`config.mk`:
```
export PLATFORM = sky130hd
export DESIGN_NAME = ipc_mailbox
export DESIGN_NICKNAME = d
export VERILOG_FILES = /design/src/rtl/ipc_mailbox.sv
export SDC_FILE = /design/constraint.sdc
export NUM_CORES = 1
export LEC_CHECK = 0
export ABC_AREA = 1
export BUFFER_PORTS_ARGS = -buffer_cell sky130_fd_sc_hd__buf_2
export CAP_MARGIN = 5
export CORE_UTILIZATION = 52
export CTS_CLUSTER_SIZE = 14
export DETAILED_ROUTE_END_ITERATION = 10
export HOLD_SLACK_MARGIN = 0.15
export PLACE_DENSITY = 0.73
export SLEW_MARGIN = 5
export SYNTH_ARGS = -nofsm -noshare
export SYNTH_HDL_FRONTEND = slang
export SYNTH_SLANG_ARGS = --single-unit
export TNS_END_PERCENT = 10
```
`constraint.sdc`:
```
create_clock -name clk -period 1.3 [get_ports clk]
set_input_delay 0.13 -clock clk [delete_from_list [all_inputs] [get_ports clk]]
set_output_delay 0.13 -clock clk [all_outputs]
set_load 0.01 [all_outputs]
```
`src/rtl/ipc_mailbox.sv`:
```
module ipc_mailbox #(
  parameter int AW        = 8,
  parameter int DW        = 32,
  parameter int BUF_WORDS = 4,
  parameter int ERR_W     = 8
) (
  input  logic                         clk,
  input  logic                         rst_n,
  input  logic                         h_wen,
  input  logic                         h_ren,
  input  logic [AW-1:0]                h_addr,
  input  logic [DW-1:0]                h_wdata,
  output logic [DW-1:0]                h_rdata,
  output logic                         h_irq,
  output logic                         rsp_doorbell,
  output logic [DW-1:0]                rsp_cmd,
  output logic [DW-1:0]                rsp_src,
  output logic [DW-1:0]                rsp_dst,
  input  logic [$clog2(BUF_WORDS)-1:0] rsp_wbuf_idx,
  output logic [DW-1:0]                rsp_wbuf_data,
  input  logic                         rsp_rbuf_we,
  input  logic [$clog2(BUF_WORDS)-1:0] rsp_rbuf_idx,
  input  logic [DW-1:0]                rsp_rbuf_data,
  input  logic                         rsp_done,
  input  logic                         rsp_err,
  input  logic [ERR_W-1:0]             rsp_err_code
);

  localparam int IW        = $clog2(BUF_WORDS);
  localparam int BUF_BYTES = 4 * BUF_WORDS;
  localparam logic [AW-1:0] OFF_CMD  = AW'(8'h00);
  localparam logic [AW-1:0] OFF_STAT = AW'(8'h04);
  localparam logic [AW-1:0] OFF_SRC  = AW'(8'h08);
  localparam logic [AW-1:0] OFF_DST  = AW'(8'h0C);
  localparam logic [AW-1:0] OFF_WBUF = AW'(8'h80);
  localparam logic [AW-1:0] OFF_RBUF = AW'(8'h90);
  localparam int IRQ_REQ_BIT = 8;
  localparam int CODE_LSB    = 16;

  logic [DW-1:0]    cmd_q, src_q, dst_q;
  logic [DW-1:0]    wbuf [BUF_WORDS];
  logic [DW-1:0]    rbuf [BUF_WORDS];
  logic             busy, err, pend, ovr, bell;
  logic [ERR_W-1:0] code;
  logic [DW-1:0]    stat_w, rd_mux;

  logic wsel_cmd, wsel_stat, in_wbuf, in_rbuf, take_cmd, take_done;
  logic [IW-1:0] wbuf_idx, rbuf_idx;
  logic [AW-1:0] wbuf_off, rbuf_off;

  assign wsel_cmd  = h_wen && (h_addr == OFF_CMD);
  assign wsel_stat = h_wen && (h_addr == OFF_STAT);
  assign take_cmd  = wsel_cmd && !busy;
  assign take_done = rsp_done && busy;

  assign wbuf_off = h_addr - OFF_WBUF;
  assign rbuf_off = h_addr - OFF_RBUF;
  assign in_wbuf  = (h_addr >= OFF_WBUF) && (wbuf_off < AW'(BUF_BYTES));
  assign in_rbuf  = (h_addr >= OFF_RBUF) && (rbuf_off < AW'(BUF_BYTES));
  assign wbuf_idx = wbuf_off[IW+1:2];
  assign rbuf_idx = rbuf_off[IW+1:2];

  always_ff @(posedge clk or negedge rst_n) begin
    if (!rst_n) begin
      cmd_q <= '0;
      busy  <= 1'b0;
      bell  <= 1'b0;
      ovr   <= 1'b0;
    end else begin
      bell <= take_cmd;
      if (take_cmd) begin
        cmd_q <= h_wdata;
        busy  <= 1'b1;
      end else if (take_done) begin
        busy <= 1'b0;
      end
      if (wsel_cmd && busy) ovr <= 1'b1;
    end
  end

  always_ff @(posedge clk or negedge rst_n) begin
    if (!rst_n) begin
      err  <= 1'b0;
      code <= '0;
      pend <= 1'b0;
    end else if (take_cmd) begin
      err  <= 1'b0;
      code <= '0;
      pend <= 1'b0;
    end else if (take_done) begin
      err  <= rsp_err;
      code <= rsp_err ? rsp_err_code : '0;
      pend <= 1'b1;
    end else if (wsel_stat && h_wdata[2]) begin
      pend <= 1'b0;
    end
  end

  always_ff @(posedge clk or negedge rst_n) begin
    if (!rst_n) begin
      src_q <= '0;
      dst_q <= '0;
    end else if (h_wen) begin
      if (h_addr == OFF_SRC) src_q <= h_wdata;
      if (h_addr == OFF_DST) dst_q <= h_wdata;
    end
  end

  for (genvar g = 0; g < BUF_WORDS; g++) begin : g_buf
    always_ff @(posedge clk or negedge rst_n) begin
      if (!rst_n) begin
        wbuf[g] <= '0;
        rbuf[g] <= '0;
      end else begin
        if (h_wen && in_wbuf && wbuf_idx == IW'(g)) wbuf[g] <= h_wdata;
        if (rsp_rbuf_we && rsp_rbuf_idx == IW'(g)) rbuf[g] <= rsp_rbuf_data;
      end
    end
  end

  always_comb begin
    stat_w = '0;
    stat_w[0] = busy;
    stat_w[1] = err;
    stat_w[2] = pend;
    stat_w[3] = ovr;
    stat_w[CODE_LSB +: ERR_W] = code;
  end

  always_comb begin
    rd_mux = '0;
    if (h_addr == OFF_CMD)       rd_mux = cmd_q;
    else if (h_addr == OFF_STAT) rd_mux = stat_w;
    else if (h_addr == OFF_SRC)  rd_mux = src_q;
    else if (h_addr == OFF_DST)  rd_mux = dst_q;
    else if (in_wbuf)            rd_mux = wbuf[wbuf_idx];
    else if (in_rbuf)            rd_mux = rbuf[rbuf_idx];
  end

  always_ff @(posedge clk or negedge rst_n) begin
    if (!rst_n)     h_rdata <= '0;
    else if (h_ren) h_rdata <= rd_mux;
  end

  assign h_irq         = pend && cmd_q[IRQ_REQ_BIT];
  assign rsp_doorbell  = bell;
  assign rsp_cmd       = cmd_q;
  assign rsp_src       = src_q;
  assign rsp_dst       = dst_q;
  assign rsp_wbuf_data = wbuf[rsp_wbuf_idx];


  doorbell_one_cycle_chk: assert property (@(posedge clk) disable iff (!rst_n)
    rsp_doorbell |=> !rsp_doorbell);

  busy_on_cmd_chk: assert property (@(posedge clk) disable iff (!rst_n)
    (h_wen && h_addr == OFF_CMD && !busy) |=> (busy && rsp_doorbell));

  cmd_while_busy_chk: assert property (@(posedge clk) disable iff (!rst_n)
    (h_wen && h_addr == OFF_CMD && busy) |=> (ovr && !rsp_doorbell && $stable(rsp_cmd)));

  done_clears_busy_chk: assert property (@(posedge clk) disable iff (!rst_n)
    (rsp_done && busy && !h_wen) |=> (!busy && pend && err == $past(rsp_err)));

  irq_on_done_chk: assert property (@(posedge clk) disable iff (!rst_n)
    (rsp_done && busy && rsp_cmd[IRQ_REQ_BIT]) |=> h_irq);

  pend_w1c_chk: assert property (@(posedge clk) disable iff (!rst_n)
    (h_wen && h_addr == OFF_STAT && h_wdata[2] && !rsp_done) |=> (!pend && !h_irq));

  idle_done_chk: assert property (@(posedge clk) disable iff (!rst_n)
    (rsp_done && !busy && !h_wen) |=> $stable(stat_w));

endmodule

```
* Word level (Yosys, flattened, before mapping)
Index checks and enable logic that the tools add are counted.
** Word-level totals
- Register bits after elaboration :: 397
- Bits in latches :: 0
- Bits in writable memories :: 0
- Memory bits (read-only) :: 0
- Input bits :: 91
- Output and inout bits :: 162
- Word-level logic and storage cells :: 90
- Memories :: 0
** Cells by class
- Add/sub/neg operators :: 2
- $mul :: 0
- Div/mod/pow operators :: 0
- $lt $le $gt $ge :: 7
- Equality and inequality tests :: 9
- Shifts and indexed selects :: 0
- Mux-type cells :: 25
- Bitwise logic cells :: 3
- Reduce and logical (&&, ||, !) cells :: 26
** Operator list (count)
- 2-to-1 mux 32 bit :: 12
- binary-select mux 32 bit (select 2 bit) :: 3
- 2-to-1 mux 8 bit :: 3
- logical AND 1 bit :: 18
- == test 8 x 4 -> 1 bit (second input constant) :: 2
- greater-or-equal comparator 8 bit (second input constant) :: 2
- < comparator 8 x 5 -> 1 bit (second input constant) :: 2
- subtractor 8 bit (second input constant) :: 2
- greater-or-equal comparator 3 bit (second input constant) :: 3
- inverter 2 -> 3 bit :: 3
- == test 2 bit (second input constant) :: 4
- == test 8 x 3 -> 1 bit (second input constant) :: 1
- zero test 8 bit :: 1
- 2-to-1 mux 1 bit :: 7
- == test 2 x 1 -> 1 bit (second input constant) :: 2
- zero test 2 bit :: 2
- AND reduction 2 bit :: 2
- nonzero test 3 bit :: 1
- nonzero test 2 bit :: 1
- zero test 1 bit :: 1

* Depth between registers and ports, before layout
Gate-level depths: netlist of run 1.
- Word-level depth :: 11
- Mapped depth :: 12
- Mapped depth without buffers :: 11

* Worst setup path after synthesis of run 1
Ideal clock, no wire load.
- Path kind :: in2out
- Start point :: input rsp_wbuf_idx[0]
- End point :: output rsp_wbuf_data[31]
- Data arrival time :: 1.270 ns
- Required time :: 1.170 ns
- Slack :: -0.100 ns
- Cell stages on the path :: 6
- Path buffers :: 3
- Cells stage by stage :: clkbuf_1 > inv_1 > clkbuf_1 > clkbuf_1 > o21ai_0 > o21ai_0
** On the way
- Cells in the longest elaborated chain, start to end :: 4
** Ends and longest elaborated chain
- start, declared :: line 19 : input logic [$clog2(BUF_WORDS)-1:0] rsp_wbuf_idx,
- inverter 2 -> 3 bit (implied by the code) :: line 150 : assign rsp_wbuf_data = wbuf[rsp_wbuf_idx];
- binary-select mux 32 bit (select 2 bit) :: line 150
- 2-to-1 mux 32 bit (implied by the code) (2 in a row) :: line 150
- end, declared :: line 20 : output logic [DW-1:0] rsp_wbuf_data,
Every way passes these cells. The select of a mux whose other input is x is not followed.

* Worst setup path after layout of run 1
- Start point :: register wbuf[80] in the netlist's numbering
- End point :: output rsp_wbuf_data[16]
** On the way
- Cells in the longest elaborated chain, start to end :: 3
** Ends and longest elaborated chain
- start, declared :: line 41 : logic [DW-1:0] wbuf [BUF_WORDS];
- start signal, assigned by index :: line 115 : if (h_wen && in_wbuf && wbuf_idx == IW'(g)) wbuf[g] <= h_wdata;
- binary-select mux 32 bit (select 2 bit) :: line 150
- 2-to-1 mux 32 bit (implied by the code) (2 in a row) :: line 150
Every way passes these cells. The select of a mux whose other input is x is not followed.

==> results of run 1 <==
==> sequential cells by signal, indices dropped and copies added (netlist names) <==
register	count
busy	1
code	8
err	1
h_rdata	32
ovr	1
pend	1
rbuf	128
rsp_cmd	32
rsp_doorbell	1
rsp_dst	32
rsp_src	32
wbuf	128
==> per-stage QoR <==
stage,area (um^2),power [W],hold WS (ns)
finish,23700,0.0325,0.160
global route,23700,0.0337,0.196
CTS,23600,0.0324,0.154
detailed placement,21100,0.0190,-0.0203
global placement,21100,0.0189,-0.0203
floorplan,18200,0.0170,-0.166
==> placed cells by master (no fill, tap or decap), types with 18 or more instances in the layout <==
cell type and n:
a21oi_1 59, buf_12 45, buf_2 247, buf_4 112
clkbuf_16 43, dfrtp_1 396, dlygate4sd3_1 78, inv_1 99
inv_2 23, nand2_1 744, nand3_1 62, nand4_1 25
nor2_1 161, o21ai_0 235, o21ai_1 215, o21ai_2 18
==> layer usage <==
metal,track usage [%],vias to the layer above
met5,0,-
met4,21.6,0
met3,4.08,239
met2,58.1,957
met1,41.3,8629
li1,-,8230
==> cells in the mapped netlist, drive strengths merged <==
cell type / number
inv: 122
o21ai: 468
o2111ai: 5
a22o: 1
o211ai: 6
nor2: 174
nand4: 25
a21oi: 71
nor3b: 1
or2: 11
a31oi: 4
o22ai: 16
o221ai: 2
o21bai: 7
clkinv: 2
o31ai: 1
nand3: 68
clkbuf: 71
nand2: 752
buf: 70
a22oi: 4
dfrtp: 397
nor3: 1
a31o: 1
==> power groups by stage <==
stage	combinational [W]	sequential, W	clock [W]
6_report	0.00469	0.0147	0.0131
3_3_place_gp	0.00404	0.0148	0
4_1_cts	0.00461	0.0147	0.0131
3_5_place_dp	0.00416	0.0149	0
2_1_floorplan	0.00229	0.0147	0
5_1_grt	0.00523	0.0149	0.0136
==> area by class of cell <==
cell class                      instances  area (um^2)
Tap cell                              455          569
Multi-Input combinational cell       1618         7400
Timing Repair Buffer                  487         3820
Clock buffer                           62         1260
Fill cell                            2779        10800
Antenna cell                            1         2.50
Sequential cell                       397         9940
Inverter                              124          465
Clock inverter                         12          244
==> critical path: cells and delay by family (launching register included) <==
kind                   cells  cell delay [ns]
AO/OA/AOI/OAI              2             0.28
buffers and inverters      2             0.30
flip-flops                 1             0.39
==> worst max-delay path by stage <==
| stage | endpoint | slack (ns) | depth (start not counted) |
|---|---|---|---|
| 2_1_floorplan | rsp_wbuf_data[25] | -0.06 | 6 |
| 3_3_place_gp | h_rdata[4] | -0.44 | 11 |
| 3_5_place_dp | h_rdata[4] | -0.43 | 10 |
| 4_1_cts | rsp_wbuf_data[26] | -0.28 | 5 |
| 5_1_grt | rsp_wbuf_data[16] | -0.41 | 4 |
| 6_report | rsp_wbuf_data[16] | -0.35 | 4 |
==> what timing repair did <==
item	4_1_cts	5_1_grt
hold endpoints to repair	778	0
hold buffers	78	0
setup endpoints to repair	34	42
buffers inserted	23	3
resized for setup	84	33
pin swaps	35	16
==> cell families after synthesis <==
kind of cell | after synthesis | synth area share (%)
buffers and inverters | 265 | 6.09
flip-flops | 397 | 54.5
AO/OA/AOI/OAI | 586 | 16.7
AND/OR/NAND/NOR | 1032 | 22.7
==> flow_summary.toml, run 1 <==
[power]
cellLeakagePower_nw = 12.1
power_switching_w = 0.00870
peakVddDrop_uv = 1130
combPwrFrac_pct = 14.4
power.density_mw_per_mm2 = 1370
p_sw_share_pct = 26.8
clkPwrFrac_pct = 40.2
seqPwrFrac_pct = 45.4
internal_power_w = 0.0238

[worst_setup_path]
critPathLaunch = "wbuf[80]"
reg2regPathDepth = 11
cp-end-kind = "output pin"
critPathKind = "reg -> out"
required_ns = 1.17
worst_path_largest_cell_delay_ns = 0.39
worstReg2RegEnd = "h_rdata[17]"
startpoint_type = "flip-flop"
reg2reg_slack_ns = 0.01
rr_startpoint = "wbuf[49]"
crit_arrival_ns = 1.52
cp_slowest_cell = "dfrtp_1"
cp_max_fo = 2
cp_cell_sequence = "o21ai_1, o22ai_1, buf_4, buf_2"

[floorplanning]
design.core.area_mm2 = 0.0345
die_w_um = 189
pin_count = 253
die_h_um = 189
start_util_pct = 52.8
rows = 68
die_area_mm2 = 0.0358

[grt]
grt_pass1_vias = 17800
grt_max_degree = 79
track_usage_pct = 34.1
antenna_found_initial = 1
grt_pass1_wl_um = 95000
gr-total-overflow = 0

[sta]
clock_skew_ns = 0.0171
tightest_slew_ns = 0.523
finalWorstSetupSlack_ns = -0.348
setup_viol = 33
period_minus_slack_ns = 1.65
finalMaxSlewViolations = 0
post-route-period-util_pct = 127
fmax_mhz = 607
hold_viol = 0
setup_tns_ns = -7.82
slew_headroom_pct = 65.1
grt_setup_unrepaired = "yes"

[final_layout]
post-route-util_pct = 68.6
nNetsFinal = 2761
fin_cells = 3156
drive_above_1_share_pct = 21.4
area_delta_synth_final_pct = 29.9

[drt]
drt-met1-wl_um = 22600
drcViolationCount = 0
met2_length_um = 30100
met3_length_um = 4470
ant_nets = 0
routed_wl_um = 61000
initialDrtViolationCount = 1705
routed_via_density = 5.72
post_drt_wl_per_cell_um = 19.3
dr.max_layer_used = "met4"
vias = 18100
first_pass_iters = 5

[clock_tree]
htree_levels = 2
cts_buffers = 42
cts_sinks = 397
clockBufferDepth = 3
insertion_delay_ns = 0.55
cts-root-buf = "clkbuf_16"
cts.clk_slew.worst_paths_ns = 0.06
cts_tree = "built"

[status]
violations = "setup timing"
status = "complete, but fails checks"

[logic_synthesis]
ys_ff_latch = 397
syn_inst = 2280
syn_avg_cell_area_um2 = 8.00
yosysTopAreaCellShare_pct = 54.5
yosys-top-cells-area = "dfrtp_1, nand2_1, o21ai_0"
synth_area_mm2 = 0.0182
yosys_warnings = 0
synth_top_cell_by_area = "dfrtp_1"
ys_seq_area_share_pct = 54.5
synth_fp_nets = 2371
yosysUniqueCellTypes = 36

[place]
hpwl_um = 40400
routabilityCongestion = 0.925
pre_cts_slack_ns = -0.430
numPortBuffers = 252
placed_cells = 2983

[hold_path]
hold_end = "rbuf[63]"
hold_path_depth = 4
min_from = "rsp_rbuf_idx[1]"
hp-class = "in -> reg"

[run]
drv_cap = 0
No activity file was read; power rests on OpenSTA's default activity.
==> inputs of run 2 (changes only) <==
SETUP_SLACK_MARGIN = 0.15   (was not set)
==> run 2 against run 1 <==
Compared with the run above:
- the run still ends with setup timing left
- via count up 1.1%
- non-clock buffer count up 35
- register-to-register slack worse by 0.09 ns
- critical endpoint is now rsp_wbuf_data[1]
- highest routed layer unchanged
==> flow_summary.toml, run 2 (synthesis results as in run 1) <==
[status]
status = "complete, but fails checks"
violations = "setup timing"

[final_layout]
nNetsFinal = 2796
seq_area_mm2 = 0.00994
final_cell_mix = "nand2_1, dfrtp_1, o21ai_0, buf_2, o21ai_1"
num-fill-cells = 2650
drive_above_1_share_pct = 24.4
reg_top3 = "rbuf x128, wbuf x128"
area_delta_synth_final_pct = 32.7
final_common_cell = "nand2_1"
multi_input_area_mm2 = 0.00759
antenna_cells = 0
fin_area_mm2 = 0.0242

[floorplanning]
pin_count = 253
start_util_pct = 52.8
design.core.area_mm2 = 0.0345
die_w_um = 189
die_h_um = 189
rows = 68
die_area_mm2 = 0.0358

[worst_setup_path]
startpoint_type = "flip-flop"
crit_family = "flip-flops"
cp-end-kind = "output pin"
path_depth = 4
worstReg2RegEnd = "h_rdata[31]"
cp_cell_sequence = "o21ai_1, o22ai_1, buf_4, buf_2"
critPathKind = "reg -> out"
crit_arrival_ns = 1.47
reg2reg_slack_ns = -0.08
cp_slowest_cell = "dfrtp_1"
reg2regPathDepth = 10
rr_startpoint = "wbuf[63]"
worst_path_largest_cell_delay_ns = 0.40
cp_num_buf_inv = 2
required_ns = 1.17
cp_max_fo = 2

[clock_tree]
clockBufferDepth = 3
cts_buffers = 42
cts-root-buf = "clkbuf_16"
cts_sinks = 397
cts_tree = "built"
cts.clk_slew.worst_paths_ns = 0.07
cts_hold_buf = 81
insertion_delay_ns = 0.56
htree_levels = 2

[drt]
first_pass_iters = 6
met2_length_um = 29000
drcViolationCount = 0
routed_wl_um = 61200
drt-met1-wl_um = 22900
initialDrtViolationCount = 1961
vias = 18300
dr.max_layer_used = "met4"
routed_via_density = 5.72
post_drt_wl_per_cell_um = 19.2
ant_nets = 0
met3_length_um = 4950

[grt]
grt_pass1_vias = 17400
antenna_found_initial = 0
grt_pass1_wl_um = 94700
gr-total-overflow = 0
track_usage_pct = 34.0
grt_max_degree = 65

[run]
drv_cap = 0

[sta]
hold_ws_ns = 0.0231
slew_headroom_pct = 64.1
tightest_slew_ns = 0.538
finalMaxSlewViolations = 0
setup_viol = 42
fmax_mhz = 625
grt_setup_unrepaired = "yes"
period_minus_slack_ns = 1.60
hold_viol = 0
clock_skew_ns = 0.0222
post-route-period-util_pct = 123
finalWorstSetupSlack_ns = -0.301

[power]
power_w = 0.0318
power.density_mw_per_mm2 = 1310
peakVddDrop_uv = 1200
cellLeakagePower_nw = 12.3

[place]
routabilityCongestion = 0.941
place_area_mm2 = 0.0211
numPortBuffers = 252
hpwl_um = 40500

[hold_path]
hp-class = "in -> async"
## run 2: cell count changes in the layout (fill, tap and decap cells not counted), moves of 7 or more
cell and change:
nand2_2 +18, buf_2 -21, a21oi_1 -12, nand3_1 -9, o21ai_0 -9, nand3_2 +7, buf_4 +19, a21oi_2 +11
nand2_1 -18, buf_6 +35
## run 2: area by class of cell
type	instances	share of cell area, %
clock inverters	14	0.584
inverters	124	1.92
repair buffers	522	17.6
multi-input cells	1618	31.3
clock buffers	60	5.12
well taps	455	2.35
flip-flops and latches	397	41.0
## run 2: routing by layer
layer,vias to the layer above,track usage [%]
met5,-,0
met4,0,21.9
met3,254,4.60
met2,1041,55.0
met1,8667,43.2
li1,8292,-
## run 2: where the power goes
group	switching, W	internal [W]
Combinational	0.00284	0.00221
Clock	0.00502	0.00703
Sequential	0.000993	0.0137
Total	0.00885	0.0230
## run 2: worst max path at each step
stage	start	end	slack, ns
after global placement	h_addr[2]	h_rdata[5]	-0.32
final	wbuf[65]	rsp_wbuf_data[1]	-0.30
after CTS	wbuf[87]	rsp_wbuf_data[23]	-0.31
after floorplan	h_addr[1]	code[5]	-0.04
after global routing	wbuf[68]	rsp_wbuf_data[4]	-0.38
after detailed placement	h_addr[2]	h_rdata[5]	-0.32
## run 2: metrics by stage
stage	setup TNS [ns]	std cells	util (%)	setup slack [ns]
5_1_grt	-10.54	3190	70.1	-0.379
3_3_place_gp	-44.92	2984	61.0	-0.322
3_5_place_dp	-50.31	2984	61.0	-0.323
6_report	-8.39	3190	70.1	-0.301
2_1_floorplan	-1.15	2280	-	-0.0424
4_1_cts	-10.12	3167	68.6	-0.312
## run 2: timing repair
item,CTS,global route
endpoints found under the setup margin,184,395
pin swaps,62,80
endpoints found under the hold margin,791,13
gates resized for setup,119,100
setup buffers,28,24
